[config.mk]
export PLATFORM = sky130hd
export DESIGN_NAME = rtc_core
export DESIGN_NICKNAME = d
export VERILOG_FILES = /design/src/rtl/rtc_pkg.sv /design/src/rtl/rtc_sync_slot.sv /design/src/rtl/rtc_wdog.sv /design/src/rtl/rtc_core.sv
export SDC_FILE = /design/constraint.sdc
export NUM_CORES = 1
export LEC_CHECK = 0
export BUFFER_PORTS_ARGS = -buffer_cell sky130_fd_sc_hd__buf_4
export CELL_PAD_IN_SITES_DETAIL_PLACEMENT = 0
export CELL_PAD_IN_SITES_GLOBAL_PLACEMENT = 2
export CORE_MARGIN = 5
export CORE_UTILIZATION = 30
export CTS_BUF_LIST = sky130_fd_sc_hd__clkbuf_16
export DETAILED_ROUTE_END_ITERATION = 7
export GPL_TIMING_DRIVEN = 0
export PLACE_DENSITY = 0.63
export SLEW_MARGIN = 5
export SYNTH_ARGS = -nofsm -noshare
export SYNTH_HDL_FRONTEND = slang
export SYNTH_SLANG_ARGS = --single-unit
[constraint.sdc]
create_clock -name clk -period 2.1 [get_ports clk]
set_input_delay 0.21 -clock clk [delete_from_list [all_inputs] [get_ports clk]]
set_output_delay 0.21 -clock clk [all_outputs]
set_load 0.02 [all_outputs]
[src/rtl/rtc_pkg.sv]
package rtc_pkg;
    localparam logic [7:0] OFF_CTRL     = 8'h00;
    localparam logic [7:0] OFF_CTRL_SET = 8'h04;
    localparam logic [7:0] OFF_CTRL_CLR = 8'h08;
    localparam logic [7:0] OFF_STAT     = 8'h10;
    localparam logic [7:0] OFF_SEC      = 8'h30;
    localparam logic [7:0] OFF_ALARM    = 8'h40;
    localparam logic [7:0] OFF_WDOG     = 8'h50;
    localparam logic [7:0] OFF_P0       = 8'h60;
    localparam logic [7:0] OFF_P0_SET   = 8'h64;
    localparam logic [7:0] OFF_P0_CLR   = 8'h68;
    localparam logic [7:0] OFF_P1       = 8'h70;

    localparam int CB_ALM_IE   = 0;
    localparam int CB_MS_IE    = 1;
    localparam int CB_ALM_PEND = 2;
    localparam int CB_WD_EN    = 4;

    localparam int PB_WAKE_EN   = 1;
    localparam int PB_ALM_EN    = 2;
    localparam int PB_WAKE_SEEN = 7;

    localparam int STALE_LSB = 16;
    localparam int PRESENT_BIT = 31;

    localparam int SL_SEC  = 0;
    localparam int SL_ALM  = 1;
    localparam int SL_P0   = 2;
    localparam int SL_P1   = 3;
    localparam int N_SLOTS = 4;

    typedef enum logic {
        SLOT_IDLE,
        SLOT_XFER
    } slot_state_e;

    typedef enum logic [1:0] {
        WD_IDLE,
        WD_COUNT,
        WD_FIRE
    } wd_state_e;
endpackage

[src/rtl/rtc_sync_slot.sv]
module rtc_sync_slot
    import rtc_pkg::*;
#(
    parameter int DW       = 32,
    parameter int XFER_CYC = 8
) (
    input  logic          clk,
    input  logic          rst_n,
    input  logic          load,
    input  logic [DW-1:0] ldata,
    output logic [DW-1:0] shadow,
    output logic          stale,
    output logic          commit
);
    localparam int CW = $clog2(XFER_CYC + 1);

    slot_state_e st, st_n;
    logic [CW-1:0] cnt;

    always_comb begin
        st_n = st;
        unique case (st)
            SLOT_IDLE: st_n = load ? SLOT_XFER : SLOT_IDLE;
            SLOT_XFER: begin
                if (load)                  st_n = SLOT_XFER;
                else if (cnt == CW'(1))    st_n = SLOT_IDLE;
                else                       st_n = SLOT_XFER;
            end
        endcase
    end

    always_ff @(posedge clk or negedge rst_n) begin
        if (!rst_n) st <= SLOT_IDLE;
        else        st <= st_n;
    end

    always_ff @(posedge clk or negedge rst_n) begin
        if (!rst_n) begin
            cnt    <= '0;
            shadow <= '0;
        end else if (load) begin
            cnt    <= CW'(XFER_CYC);
            shadow <= ldata;
        end else if (st == SLOT_XFER) begin
            cnt <= cnt - CW'(1);
        end
    end

    always_comb begin
        stale  = (st == SLOT_XFER);
        commit = (st == SLOT_XFER) && !load && (cnt == CW'(1));
    end

    AST_LOAD_MARKS_STALE: assert property (@(posedge clk) disable iff (!rst_n)
        load |=> stale);
    AST_COMMIT_ENDS_STALE: assert property (@(posedge clk) disable iff (!rst_n)
        commit |=> !stale);
endmodule

[src/rtl/rtc_wdog.sv]
module rtc_wdog
    import rtc_pkg::*;
#(
    parameter int DW = 32
) (
    input  logic          clk,
    input  logic          rst_n,
    input  logic          en,
    input  logic          tick,
    input  logic          load,
    input  logic [DW-1:0] ldata,
    output logic [DW-1:0] count,
    output logic          fire
);
    wd_state_e st, st_n;

    always_comb begin
        st_n = st;
        unique case (st)
            WD_IDLE:  st_n = (en && count != '0) ? WD_COUNT : WD_IDLE;
            WD_COUNT: begin
                if (!en)                              st_n = WD_IDLE;
                else if (load)                        st_n = WD_COUNT;
                else if (tick && count == DW'(1))     st_n = WD_FIRE;
                else if (count == '0)                 st_n = WD_IDLE;
                else                                  st_n = WD_COUNT;
            end
            WD_FIRE:  st_n = WD_IDLE;
            default:  st_n = WD_IDLE;
        endcase
    end

    always_ff @(posedge clk or negedge rst_n) begin
        if (!rst_n) st <= WD_IDLE;
        else        st <= st_n;
    end

    always_ff @(posedge clk or negedge rst_n) begin
        if (!rst_n)                                         count <= '0;
        else if (load)                                      count <= ldata;
        else if (st == WD_COUNT && en && tick && count != '0) count <= count - DW'(1);
    end

    always_comb fire = (st == WD_FIRE);

    AST_FIRE_ONE_CYCLE: assert property (@(posedge clk) disable iff (!rst_n)
        fire |=> !fire);
    AST_FIRE_AT_ZERO: assert property (@(posedge clk) disable iff (!rst_n)
        fire |-> (count == '0));
    AST_HOLD_WHEN_OFF: assert property (@(posedge clk) disable iff (!rst_n)
        (!en && !load) |=> $stable(count));
endmodule

[src/rtl/rtc_core.sv]
module rtc_core
    import rtc_pkg::*;
#(
    parameter int ADDR_W   = 8,
    parameter int DW       = 32,
    parameter int XFER_CYC = 8
) (
    input  logic              clk,
    input  logic              por_n,
    input  logic              rst_n,
    input  logic              bus_sel,
    input  logic              bus_wr,
    input  logic [ADDR_W-1:0] bus_addr,
    input  logic [DW-1:0]     bus_wdata,
    output logic [DW-1:0]     bus_rdata,
    input  logic              sec_tick,
    input  logic              ms_tick,
    output logic              alarm_irq,
    output logic              wdog_rst
);
    localparam logic [DW-1:0] CTRL_MASK = DW'((1 << CB_ALM_IE) | (1 << CB_MS_IE) |
                                              (1 << CB_ALM_PEND) | (1 << CB_WD_EN));

    logic wr_en;
    logic hit_ctrl, hit_cset, hit_cclr, hit_stat, hit_sec, hit_alm, hit_wd;
    logic hit_p0, hit_p0s, hit_p0c, hit_p1;

    always_comb begin
        wr_en    = bus_sel && bus_wr;
        hit_ctrl = (bus_addr == ADDR_W'(OFF_CTRL));
        hit_cset = (bus_addr == ADDR_W'(OFF_CTRL_SET));
        hit_cclr = (bus_addr == ADDR_W'(OFF_CTRL_CLR));
        hit_stat = (bus_addr == ADDR_W'(OFF_STAT));
        hit_sec  = (bus_addr == ADDR_W'(OFF_SEC));
        hit_alm  = (bus_addr == ADDR_W'(OFF_ALARM));
        hit_wd   = (bus_addr == ADDR_W'(OFF_WDOG));
        hit_p0   = (bus_addr == ADDR_W'(OFF_P0));
        hit_p0s  = (bus_addr == ADDR_W'(OFF_P0_SET));
        hit_p0c  = (bus_addr == ADDR_W'(OFF_P0_CLR));
        hit_p1   = (bus_addr == ADDR_W'(OFF_P1));
    end

    // slow-domain committed registers
    logic [DW-1:0] sec_q, alarm_q, p0_q, p1_q;
    logic          match_q;

    // sync slots
    logic [N_SLOTS-1:0] s_load, s_stale, s_commit;
    logic [DW-1:0]      s_ldata  [N_SLOTS];
    logic [DW-1:0]      s_shadow [N_SLOTS];
    logic [DW-1:0]      p0_base;

    always_comb begin
        p0_base = s_stale[SL_P0] ? s_shadow[SL_P0] : p0_q;
        s_load[SL_SEC] = wr_en && hit_sec;
        s_load[SL_ALM] = wr_en && hit_alm;
        s_load[SL_P0]  = wr_en && (hit_p0 || hit_p0s || hit_p0c);
        s_load[SL_P1]  = wr_en && hit_p1;
        s_ldata[SL_SEC] = bus_wdata;
        s_ldata[SL_ALM] = bus_wdata;
        s_ldata[SL_P1]  = bus_wdata;
        if (hit_p0)       s_ldata[SL_P0] = bus_wdata;
        else if (hit_p0s) s_ldata[SL_P0] = p0_base | bus_wdata;
        else              s_ldata[SL_P0] = p0_base & ~bus_wdata;
    end

    for (genvar i = 0; i < N_SLOTS; i++) begin : g_slot
        rtc_sync_slot #(.DW(DW), .XFER_CYC(XFER_CYC)) u_slot (
            .clk    (clk),
            .rst_n  (por_n),
            .load   (s_load[i]),
            .ldata  (s_ldata[i]),
            .shadow (s_shadow[i]),
            .stale  (s_stale[i]),
            .commit (s_commit[i])
        );
    end

    // alarm compare
    logic match, alarm_rise;
    always_comb begin
        match      = p0_q[PB_ALM_EN] && (sec_q == alarm_q);
        alarm_rise = match && !match_q;
    end

    always_ff @(posedge clk or negedge por_n) begin
        if (!por_n) begin
            sec_q   <= '0;
            alarm_q <= '0;
            p0_q    <= '0;
            p1_q    <= '0;
            match_q <= 1'b0;
        end else begin
            match_q <= match;
            if (s_commit[SL_SEC])  sec_q <= s_shadow[SL_SEC];
            else if (sec_tick)     sec_q <= sec_q + DW'(1);
            if (s_commit[SL_ALM])  alarm_q <= s_shadow[SL_ALM];
            if (s_commit[SL_P0])   p0_q <= s_shadow[SL_P0];
            else if (alarm_rise && p0_q[PB_WAKE_EN]) p0_q[PB_WAKE_SEEN] <= 1'b1;
            if (s_commit[SL_P1])   p1_q <= s_shadow[SL_P1];
        end
    end

    // control register with set/clear aliases
    logic [DW-1:0] ctrl_q, ctrl_n;
    always_comb begin
        ctrl_n = ctrl_q;
        if (wr_en) begin
            if (hit_ctrl)      ctrl_n = bus_wdata;
            else if (hit_cset) ctrl_n = ctrl_q | bus_wdata;
            else if (hit_cclr) ctrl_n = ctrl_q & ~bus_wdata;
        end
        if (alarm_rise) ctrl_n[CB_ALM_PEND] = 1'b1;
        ctrl_n = ctrl_n & CTRL_MASK;
    end

    always_ff @(posedge clk or negedge rst_n) begin
        if (!rst_n) ctrl_q <= '0;
        else        ctrl_q <= ctrl_n;
    end

    // watchdog
    logic [DW-1:0] wd_count;
    rtc_wdog #(.DW(DW)) u_wdog (
        .clk   (clk),
        .rst_n (rst_n),
        .en    (ctrl_q[CB_WD_EN]),
        .tick  (ms_tick),
        .load  (wr_en && hit_wd),
        .ldata (bus_wdata),
        .count (wd_count),
        .fire  (wdog_rst)
    );

    // status and read mux
    logic [DW-1:0] stat;
    always_comb begin
        stat = '0;
        stat[PRESENT_BIT]   = 1'b1;
        stat[STALE_LSB + 0] = s_stale[SL_P0];
        stat[STALE_LSB + 1] = s_stale[SL_P1];
        stat[STALE_LSB + 6] = s_stale[SL_ALM];
        stat[STALE_LSB + 7] = s_stale[SL_SEC];
    end

    always_comb begin
        if (hit_ctrl || hit_cset || hit_cclr)   bus_rdata = ctrl_q;
        else if (hit_stat)                      bus_rdata = stat;
        else if (hit_sec)                       bus_rdata = sec_q;
        else if (hit_alm)                       bus_rdata = alarm_q;
        else if (hit_wd)                        bus_rdata = wd_count;
        else if (hit_p0 || hit_p0s || hit_p0c)  bus_rdata = p0_q;
        else if (hit_p1)                        bus_rdata = p1_q;
        else                                    bus_rdata = '0;
    end

    always_comb alarm_irq = ctrl_q[CB_ALM_IE] && ctrl_q[CB_ALM_PEND];

    AST_SEC_MOVES_ON_EVENT: assert property (@(posedge clk) disable iff (!rst_n)
        !$stable(sec_q) |-> ($past(sec_tick) || $past(s_commit[SL_SEC])));
    AST_PEND_CLEARED: assert property (@(posedge clk) disable iff (!rst_n)
        (wr_en && hit_cclr && bus_wdata[CB_ALM_PEND] && !alarm_rise) |=> !ctrl_q[CB_ALM_PEND]);
endmodule

Word level (Yosys, flattened, before mapping):

Index checks and enable logic that the tools add are counted.

* output and inout bits: 34
* bits of input ports: 47
* word-level logic and storage cells: 154
* register bits: 315

* reduce and logical (&&, ||, !) cells: 48
* equality and inequality tests: 18
* bitwise gates (word level): 9
* mux-type cells: 51
* add/subtract/negate cells: 6

Operators with widths (number)
* $mux 32: 14
* $eq 8x7->1 const B: 6
* $add 32x1->32 const B: 1
* $and 32x32->32: 1
* $eq 32x1->1 const B: 1
* $eq 32x32->1: 1
* $logic_not 32->1: 1
* $mux 4: 8
* $not 32->32: 1
* $or 32x32->32: 1
* $reduce_bool 32->1: 1
* $sub 32x1->32 const B: 1
* $logic_and 1x1->1: 23
* $mux 1: 17
* $eq 4x1->1 const B: 4
* $reduce_bool 2->1: 8
* $sub 4x1->4 const B: 4
* $mux 5: 3
* $eq 8x3->1 const B: 1
* $eq 8x4->1 const B: 1
* $eq 8x5->1 const B: 1
* $eq 8x6->1 const B: 1
* $logic_not 8->1: 1
* $pmux 1 s2: 4
* other kinds (14): 27

Logic depth before layout (Yosys ltp):

Gate-level depths: netlist of the first run.

* word-level depth: 9
* mapped depth: 9
* mapped depth without buffers: 7

Cells and area by module:

A second synthesis of the first run with hierarchy kept.

* cell total of the unflattened synthesis: 1465
* area, all modules: 16318.2 µm²

Modules (own cells, without submodules)
* rtc_core: area each 8106.5 µm², seq. area each 3328.2 µm², cells an instance 840, instances 1
* rtc_sync_slot: area each 1490.2 µm², seq. area each 925.9 µm², cells an instance 92, instances 4
* rtc_wdog: area each 2250.9 µm², seq. area each 850.8 µm², cells an instance 257, instances 1

Worst setup path after synthesis of the first run:

Ideal clock, no wire load.

* path kind: in2out
* start: input port bus_addr[5]
* end: output port bus_rdata[30]
* path slack: -0.117 ns
* data required time: 1.890 ns
* buffers on the path: 1
* arrival time: 2.007 ns
* stages: 7
* path through: or3b_2 > nor2_1 > a31oi_1 > nor2_1 > buf_2 > a221oi_1 > nor3_1

* longest elaborated chain between the ends: 9
* elaborated cells on any way between the ends: 22
* those cells by class: eq/ne (10); mux (7); reduce/logical (5)

Ends and longest elaborated chain
* from (decl): RTL line rtc_core.sv:13 `input logic [ADDR_W-1:0] bus_addr,`
* $eq 8x7->1 (on tied branches): RTL line rtc_core.sv:37, rtc_core.sv:38
* $logic_or 1x1->1 (2 in series): RTL line rtc_core.sv:152 `else if (hit_p0 || hit_p0s || hit_p0c) bus_rdata = p0_q;`
* $mux 32: RTL line rtc_core.sv:152
* $mux 32: RTL line rtc_core.sv:151 `else if (hit_wd) bus_rdata = wd_count;`
* $mux 32: RTL line rtc_core.sv:150 `else if (hit_alm) bus_rdata = alarm_q;`
* $mux 32: RTL line rtc_core.sv:149 `else if (hit_sec) bus_rdata = sec_q;`
* $mux 32: RTL line rtc_core.sv:148 `else if (hit_stat) bus_rdata = stat;`
* $mux 32 *: RTL line rtc_core.sv:147 `if (hit_ctrl || hit_cset || hit_cclr) bus_rdata = ctrl_q;`
* to (decl): RTL line rtc_core.sv:15 `output logic [DW-1:0] bus_rdata,`

Mark *: on every way between the ends. The rest lies on a longest branch, timed or not.

Worst setup path in the final report of the first run:

* start: register u_wdog.count[22]
* end: register u_wdog.count[5]

* longest elaborated chain between the ends: 3

Ends and longest elaborated chain
* from (decl): RTL line rtc_wdog.sv:12 `output logic [DW-1:0] count,`
* from (signal assigned): RTL line rtc_wdog.sv:40 `else if (load) count <= ldata;`
* from (signal assigned): RTL line rtc_wdog.sv:41 `else if (st == WD_COUNT && en && tick && count != '0) count <= count - DW'(1);`
* $reduce_bool 32->1: RTL line rtc_wdog.sv:41
* $logic_and 1x1->1: RTL line rtc_wdog.sv:41
* $reduce_bool 2->1 (no source line)

No other way between the ends.
A chain may end at the register's enable or synchronous reset.

==> run_results.csv, run 1 <==
group,metric,value,unit
floorplanning,fp.dieW,239,um
synthesis,synth_top_area_cell,"dfrtp_1",
critical_path,required,2.52,ns
timing,max_slew_margin,0.343,
global_route,grt-ovfl-total,0,
synthesis,synth_top_area_frac,0.501,
timing,fin_setup_tns,-1.70,ns
cells_and_area,fill_cells,5132,
synthesis,ys_ff_latch,315,
floorplanning,ios,81,
synthesis,synthArstFlopShare,1.00,
cells_and_area,multiInputGateArea,8660,um2
run_status,violations,"setup timing",
route,vias_per_cell,5.01,
run_status,status,"finished, violations left",
timing,rsz0062_at_grt,"yes",
synthesis,synth.distinct_cells,67,
critical_path,cpMaxStageDelayCell,"or4_4",
clock_tree,path_clk_slew,0.06,ns
floorplanning,dieArea,57100,um2
timing,hold_viol,0,
synthesis,synth.cell_area,15700,um2
cells_and_area,final_common_cell,"nand2_1",
placement,hpwl,42.2,mm
floorplanning,die_h,239,um
route,drtIter0Drc,801,
placement,port_buffers,76,
critical_path,cp_data_arrival_time,2.64,ns
global_route,grt_start_max_net_pins,93,
synthesis,synthTopCellsByArea,"dfrtp_1 50%, nand2_1 8.6%, mux2_2 4.9%, a21oi_1 4.3%, xnor2_1 4.0%",
clock_tree,cts_tree,"done",
synthesis,netlist_instances,1639,
clock_tree,clock_latency,0.57,ns
route,postRouteAntennaNets,0,
critical_path,critPathMaxFanout,4,
global_route,grt_usage,0.204,
cells_and_area,area_delta_synth_final,36.6,%
clock_tree,ctsRootBufferMaster,"clkbuf_16",
clock_tree,h-tree-depth,2,
synthesis,synth_nets,1698,
critical_path,critPathBufInv,1,
power,powerDensity,848,nW/um2
timing,timing.final.crit_share,1.06,
timing,max_slew.worst_pin.slew,0.979,ns
global_route,antenna_found_initial,0,
cells_and_area,diodes,0,
timing,holdWs,0.142,ns
timing,final_max_slew_viol_count,0,
synthesis,yosysSeqAreaShare,0.501,
global_route,grt_first_pass_wirelength,87.6,mm
cells_and_area,final_cell_mix,"359 x nand2_1, 296 x dfrtp_1, 141 x buf_4",
critical_path,critPathKind,"reg2reg",
synthesis,synth_edf_count,0,
synthesis,yosysWarnings,0,
route,vias,13000,
timing,fin_crit,2.23,ns
clock_tree,cts_buffers,41,
clock_tree,clock-sinks,315,
critical_path,cp-start-kind,"register",
route,drc,0,
placement,finalWeightedCongestion,0.859,
critical_path,cp-end-kind,"register",
critical_path,crit_family,"simple AND/OR/NAND/NOR gates",
route,first_pass_iters,8,
min_path,holdCritPathClass,"in2reg",
timing,finalClockSkew,0.0245,ns
timing,setup_ws,-0.128,ns
floorplanning,start_util,0.301,
critical_path,crit_chain,"or4_4, and4b_2, and3_4, buf_4, or3_4, xor2_1, a21oi_1",
floorplanning,num_rows,84,
cells_and_area,final_layout_size_suffix_gt1_frac,0.301,
cells_and_area,seq_area,7910,um2
critical_path,max_stage_delay,0.54,ns
global_route,grt_pass1_vias,13200,
timing,finalSetupViolCount,40,
synthesis,syn_avg_cell_area,9.60,um2
clock_tree,clockBufferDepth,3,
power,ir_worst_vdd,0.000512,V
synthesis,synth_ff_type,"dfrtp_1",
route,wl_per_cell,22.9,um
route,wirelength,59.3,mm
flow_run,cap_violations,0,
floorplanning,core,52200,um2
power,leakage,0.00977,uW
timing,fmax,449,MHz
cells_and_area,finalNetCount,1936,
-- what timing repair did --
item	CTS	global route
pin swaps	50	57
setup endpoints to repair	240	191
hold buffers	33	0
resized for setup	225	129
cloned	3	2
endpoints found under the hold margin	214	0
setup buffers	58	30
-- cell families (layout without fill, tap and decap cells) --
group / after synthesis / after routing / synth area share
AO/OA/AOI/OAI: 288 / 289 / 0.112
XOR/XNOR: 103 / 103 / 0.0573
adder cells (fa/ha/maj): 12 / 12 / 0.00954
buffers and inverters: 125 / 391 / 0.0346
flip-flops: 315 / 315 / 0.501
multiplexers: 104 / 104 / 0.0811
AND/OR/NAND/NOR: 692 / 692 / 0.204
-- worst register-to-register path, cell delays in order, from the launching register on --
cell and delay [ns]:
dfrtp_1 0.39, or4_4 0.54, and4b_2 0.36, and3_4 0.29
buf_4 0.16, or3_4 0.13, xor2_1 0.15, a21oi_1 0.08
-- synth_stat cells (6+ instances only) --
master,n
clkbuf_1,74
xor2_1,31
buf_4,6
nand2_1,362
nor2_1,99
ha_1,12
nand2b_1,37
mux2_4,30
nor3_1,76
dfrtp_1,315
mux2_2,68
o21ai_0,43
inv_1,25
a21oi_1,136
a22o_1,26
a222oi_1,8
nor4_1,17
and3_1,10
nand4_1,17
mux2i_1,6
o22ai_1,26
and2_1,7
nor3b_1,6
buf_2,12
nand3_1,22
xnor2_1,72
a221oi_1,27
-- where the power goes --
| group | internal [uW] | switching [uW] |
|---|---|---|
| sequential | 6780 | 834 |
| clock | 4300 | 2810 |
| combinational | 1590 | 1900 |
| total | 12700 | 5540 |
-- final timing paths --
check	start	slack, ns	depth (start not counted)	to
worst max-delay path	u_wdog.count[22]	-0.13	7	u_wdog.count[5]
worst min-delay path	bus_wdata[2]	0.14	3	g_slot[0].u_slot.shadow[2]
worst max register to register	u_wdog.count[22]	-0.13	7	u_wdog.count[5]
worst min register to register	g_slot[3].u_slot.shadow[4]	0.46	2	g_slot[3].u_slot.shadow[4]
max in group asynchronous	por_n	0.70	4	sec_q[6]
min in group asynchronous	por_n	0.17	2	asynchronous set/reset pin
-- area by class of cell --
cell class / instances / share of cell area
Tap cell: 688 / 0.0401
Clock buffer: 43 / 0.0501
Multi-Input combinational cell: 1200 / 0.403
Clock inverter: 29 / 0.0121
Sequential cell: 315 / 0.368
Buffer: 90 / 0.0310
Timing Repair Buffer: 204 / 0.0912
Inverter: 25 / 0.00437
-- metrics by stage --
step	area [um2]	total power (uW)	setup slack, ns	instances	utilization
2_1_floorplan	15900	9420	0.00128	1639	-
3_3_place_gp	17300	10600	-1.92	2403	0.331
3_5_place_dp	17400	10600	-1.30	2406	0.333
4_1_cts	20600	18300	-0.107	2566	0.395
5_1_grt	21500	19100	-0.168	2594	0.411
6_report	21500	18200	-0.128	2594	0.411
-- metal layers --
layer / track usage / share of wire / up-vias
met4: 0.0624 / 0.032 / 0
met1: 0.278 / 0.45 / 6487
met3: 0.0273 / 0.037 / 96
met5: 0 / 0 / -
met2: 0.340 / 0.48 / 259
li1: - / - / 6163
No activity file was read; power rests on OpenSTA's default activity.
==> inputs of run 2 (changes only) <==
- ABC_AREA: default -> 1
- CORE_UTILIZATION: 30 -> 33
- PLACE_DENSITY: 0.63 -> 0.73
- REMOVE_ABC_BUFFERS: default -> 1
==> run_results.csv, run 2 <==
group,metric,value,unit
clock_tree,cts_tree,"done",
cells_and_area,utilization,0.420,
power,leakage,0.0102,uW
run_status,status,"finished, violations left",
synthesis,yosysWarnings,0,
route,first_pass_iters,5,
critical_path,crit_chain,"buf_6, nor2_4, nand3_4, inv_8, nand3_1, o221ai_1, buf_4",
clock_tree,ctsRootBufferMaster,"clkbuf_16",
cells_and_area,layout.cells.non_filler,3068,
synthesis,synth_top_area_frac,0.465,
global_route,grt_start_max_net_pins,105,
power,power.total,20200,uW
synthesis,netlist_instances,2203,
synthesis,synth_commonest_cells,"572 x nand2_1, 315 x dfrtp_1, 288 x o21ai_0",
global_route,antenna_found_initial,0,
power,powerDensity,942,nW/um2
critical_path,max_stage_delay,0.57,ns
global_route,grt_pass1_vias,15700,
critical_path,required,1.89,ns
cells_and_area,final_common_cell,"nand2_1",
synthesis,synth_ff_type,"dfrtp_1",
synthesis,synthTopCellsByArea,"dfrtp_1 46%, nand2_1 13%, o21ai_0 8.5%, inv_1 6.0%, nor2_1 4.1%",
timing,fmax,464,MHz
synthesis,synth_top_family_by_area,"simple AND/OR/NAND/NOR gates",
cells_and_area,finalNetCount,2420,
synthesis,synth.cell_area,17000,um2
clock_tree,path_clk_slew,0.06,ns
placement,placed_cells,2878,
critical_path,cp-start-kind,"input port",
timing,final_max_slew_viol_count,0,
global_route,grt_most_used_layer,"met2",
global_route,grt-ovfl-total,0,
synthesis,synth.distinct_cells,45,
global_route,use_met3,0.0318,
route,wl_per_cell,24.1,um
floorplanning,fp.dieW,237,um
timing,fin_crit,2.16,ns
timing,hold_viol,0,
placement,port_buffers,80,
clock_tree,h-tree-depth,2,
cells_and_area,fill_cells,5266,
floorplanning,core,51100,um2
min_path,holdCritPathClass,"in2reg",
floorplanning,num_rows,83,
run_status,violations,"setup timing",
synthesis,synth_adder_area_share,0.00885,
timing,finalSetupViolCount,3,
placement,hpwl,46.4,mm
cells_and_area,multiInputGateArea,8250,um2
global_route,grt_first_pass_wirelength,107,mm
floorplanning,start_util,0.332,
route,drtIter0Drc,1220,
critical_path,cpMaxStageDelayCell,"o221ai_1",
critical_path,critPathKind,"in2out",
global_route,gr-usage-met1,0.360,
cells_and_area,diodes,0,
synthesis,synth_simple_gate_area_share,0.234,
cells_and_area,final_area,21500,um2
critical_path,crit_start,"bus_addr[1]",
synthesis,syn_avg_cell_area,7.70,um2
route,postRouteAntennaNets,0,
timing,setup_ws,-0.0556,ns
synthesis,synthArstFlopShare,1.00,
timing,max_slew.worst_pin.slew,1.02,ns
timing,finalClockSkew,0.0284,ns
critical_path,cp-end-kind,"primary output",
critical_path,reg2reg_to,"u_wdog.count[25]",
flow_run,cap_violations,0,
clock_tree,cts_buffers,40,
floorplanning,ios,81,
synthesis,yosysSeqAreaShare,0.465,
cells_and_area,area_delta_synth_final,26.6,%
timing,rsz0062_at_grt,"yes",
route,drc,0,
placement,placed_cell_area,18200,um2
placement,finalWeightedCongestion,0.893,
clock_tree,clockBufferDepth,3,
critical_path,r2r-start,"u_wdog.count[9]",
synthesis,synthXorXnorAreaFrac,0.0305,
timing,max_slew_margin,0.317,
route,vias_per_cell,5.21,
critical_path,r2r_cells,8,
clock_tree,clock-sinks,315,
clock_tree,clock_latency,0.57,ns
synthesis,synth_mux_area_frac,0.0212,
global_route,grt_usage,0.255,
floorplanning,die_h,237,um
critical_path,critPathMaxFanout,5,
synthesis,synth_top_area_cell,"dfrtp_1",
cells_and_area,seq_area,7900,um2
cells_and_area,final_layout_size_suffix_gt1_frac,0.170,
floorplanning,dieArea,56000,um2
power,ir_worst_vdd,0.000502,V
synthesis,yosysMostFrequentCell,"nand2_1",
global_route,grtUsageMet2,0.415,
timing,holdWs,0.106,ns
synthesis,synth_edf_count,0,
timing,timing.final.crit_share,1.03,
critical_path,rrSetupSlack,0.10,ns
synthesis,ys_ff_latch,315,
cells_and_area,final_cell_mix,"559 x nand2_1, 304 x dfrtp_1, 282 x o21ai_0",
critical_path,cp_data_arrival_time,1.95,ns
route,vias,16000,
synthesis,synth_compound_area_frac,0.148,
route,wirelength,73.9,mm
critical_path,crit_end,"bus_rdata[30]",
-- run 2: changes by cell type after synthesis, sizes merged, moves of 58 or more --
cell and delta:
a21oi -58, inv +259, mux2 -66, nand2 +219
nand3 +74, nor2 +100, o21ai +269, xnor2 -60
-- run 2: cells by family (layout without fill, tap and decap cells) --
group                      count (synthesis)  in the layout
and+or+nand+nor                          943            954
AOI/OAI and AO/OA                        463            463
buffers and inverters                    379            553
DFF                                      315            315
xor gates and xnor gates                  59             59
muxes                                     32             32
adders and majority gates                 12             12
-- run 2: metrics by stage --
stage / setup TNS, ns / setup slack, ns
final: -0.101 / -0.0556
after global routing: -0.416 / -0.0884
after CTS: -0.126 / -0.0418
after detailed placement: -276.47 / -1.82
after global placement: -1102.83 / -3.47
after floorplan: -66.93 / -0.814
-- run 2: layout make-up --
cell class              instances  area share
repair inverters                3     0.00163
inverters                     285      0.0532
flip-flops and latches        315       0.368
clock buffers                  42      0.0490
multi-input cells            1520       0.384
clock inverters                27     0.00851
well taps                     680      0.0396
repair buffers                196      0.0961
-- run 2: layer usage --
layer / vias up / part of all wire
li1: 7441 / -
met1: 7966 / 0.45
met2: 464 / 0.47
met3: 99 / 0.051
met4: 0 / 0.029
met5: - / 0
-- run 2: how the worst min path moves through the flow --
stage                   from                         end  slack [ns]  cells past startpoint
floorplan              rst_n  asynchronous set/reset pin       -0.09                      0
global placement       rst_n            u_wdog.count[16]        0.25                      1
detailed placement     rst_n            u_wdog.count[10]        0.25                      1
CTS                 sec_tick                   sec_q[16]        0.07                      3
global route        sec_tick                    sec_q[2]        0.11                      3
finish              sec_tick                   sec_q[16]        0.11                      3
-- run 2: power breakdown --
part           switching (uW)  internal [uW]  total, uW  leakage (uW)
Combinational            3080           1660       4740       0.00578
Clock                    2810           3840       6650      0.000622
Sequential               1560           7270       8840       0.00383
-- run 2: critical path: cells and delay by family --
family / cells / cell delay, ns
simple gates: 3 / 0.71
buf+inv: 3 / 0.44
compound gates: 1 / 0.57
-- run 2: repair_timing --
item,CTS,global route
buffers inserted,48,22
hold buffers,34,0
hold endpoints to repair,214,0
gates cloned,14,3
pin swaps,33,28
gates resized for setup,125,54
setup endpoints to repair,224,132
==> inputs of run 3 (changes only) <==
- CORE_MARGIN: 5 -> default
- CTS_CLUSTER_DIAMETER: default -> 50
==> run_results.csv, run 3 (synthesis results as in run 2) <==
group,metric,value,unit
placement,hpwl,45.7,mm
cells_and_area,final_cell_mix,"560 x nand2_1, 303 x dfrtp_1, 282 x o21ai_0",
timing,max_slew_margin,0.243,
timing,rsz0062_at_grt,"yes",
global_route,grt_first_pass_wirelength,108,mm
route,wl_per_cell,24.0,um
power,leakage,0.0105,uW
route,drc,0,
critical_path,cp-end-kind,"primary output",
flow_run,cap_violations,0,
timing,fin_setup_tns,-0.268,ns
cells_and_area,final_common_cell,"nand2_1",
route,drtIter0Drc,1229,
timing,max_slew.worst_pin.slew,1.13,ns
timing,fmax,457,MHz
floorplanning,start_util,0.336,
floorplanning,core,50500,um2
global_route,grt_usage,0.282,
cells_and_area,fill_cells,5141,
global_route,grt_start_max_net_pins,105,
min_path,holdCritPathClass,"in2reg",
timing,final_max_slew_viol_count,0,
placement,finalWeightedCongestion,0.960,
timing,fin_crit,2.19,ns
critical_path,cpMaxStageDelayCell,"dfrtp_1",
floorplanning,die_h,229,um
cells_and_area,finalNetCount,2444,
critical_path,required,1.89,ns
global_route,grt-ovfl-total,0,
floorplanning,fp.dieW,229,um
critical_path,crit_chain,"inv_2, o211ai_1, nor2_1, a21oi_2, buf_6",
clock_tree,h-tree-depth,2,
timing,timing.final.crit_share,1.04,
critical_path,critPathKind,"reg2out",
floorplanning,num_rows,82,
route,vias_per_cell,5.23,
power,powerDensity,1000,nW/um2
timing,finalClockSkew,0.0261,ns
run_status,status,"finished, violations left",
placement,port_buffers,80,
run_status,violations,"setup timing",
cells_and_area,utilization,0.438,
critical_path,cp-start-kind,"register",
critical_path,critPathMaxFanout,4,
route,postRouteAntennaNets,0,
timing,finalSetupViolCount,8,
clock_tree,clock_latency,0.60,ns
route,first_pass_iters,7,
clock_tree,cts_tree,"done",
floorplanning,ios,81,
critical_path,max_stage_delay,0.40,ns
route,vias,16200,
clock_tree,clock-sinks,315,
global_route,antenna_found_initial,2,
critical_path,cp_data_arrival_time,1.98,ns
floorplanning,dieArea,52300,um2
clock_tree,clockBufferDepth,3,
global_route,grt_pass1_vias,15700,
cells_and_area,final_layout_size_suffix_gt1_frac,0.195,
timing,holdWs,0.0469,ns
timing,hold_viol,0,
route,wirelength,74.2,mm
clock_tree,ctsRootBufferMaster,"clkbuf_16",
clock_tree,cts_buffers,50,
clock_tree,path_clk_slew,0.06,ns
power,ir_worst_vdd,0.000463,V
cells_and_area,area_delta_synth_final,30.2,%
timing,setup_ws,-0.0896,ns
cells_and_area,diodes,0,
[run 3: path summary, 6_finish.rpt]
path                       cells after the start  slack (ns)                          end                        start
max                                            5       -0.09                bus_rdata[21]             u_wdog.count[21]
max in group asynchronous                      3        0.85   asynchronous set/reset pin                        por_n
min                                            3        0.05                     sec_q[2]                     sec_tick
min reg2reg                                    2        0.48  g_slot[3].u_slot.shadow[26]  g_slot[3].u_slot.shadow[26]
max reg2reg                                   10        0.10             u_wdog.count[24]             u_wdog.count[13]
min in group asynchronous                      2        0.21             u_wdog.count[15]                        rst_n
[run 3: layer usage]
layer  track usage  vias to the layer above  part of all wire
li1              -                     7521                 -
met1         0.390                     8007              0.44
met2         0.448                      527              0.46
met3        0.0371                      130             0.061
met4         0.107                        0             0.035
met5             0                        -                 0
[run 3: worst max-delay path, delay by kind of cell (launching register included)]
kind,cells,cell delay (ns)
buf+inv,2,0.21
compound gates,2,0.64
simple gates,1,0.13
flops,1,0.40
[run 3: layout make-up]
cell class	count	area, um2	share of cell area
tap	672	841	0.0381
sequential	315	7900	0.358
multi-input combinational	1520	8370	0.379
timing repair inverter	4	40.0	0.00181
clock buffer	51	1280	0.0578
inverter	285	1140	0.0517
timing repair buffer	209	2110	0.0957
clock inverter	41	405	0.0184
[run 3: power by group]
| group | internal (uW) | total (uW) | switching [uW] |
|---|---|---|---|
| Clock | 5200 | 8490 | 3290 |
| Sequential | 7280 | 8880 | 1600 |
| Combinational | 1660 | 4770 | 3110 |
| Total | 14100 | 22100 | 8010 |
[run 3: stage by stage]
step / power [uW] / setup WS (ns) / cells / instance area, um2
finish: 22100 / -0.0896 / 3097 / 22100
global route: 23300 / -0.152 / 3097 / 22100
CTS: 22100 / -0.0975 / 3071 / 21500
detailed placement: 13100 / -1.67 / 2871 / 18200
global placement: 13000 / -3.48 / 2861 / 17900
floorplan: 11100 / -0.814 / 2109 / 16500
[run 3: what timing repair did]
action | 4_1_cts | 5_1_grt
endpoints found under the hold margin | 235 | 0
setup buffers | 59 | 24
endpoints found under the setup margin | 226 | 152
cloned | 15 | 2
resized for setup | 134 | 89
hold buffers | 34 | 0
pin swaps | 37 | 35
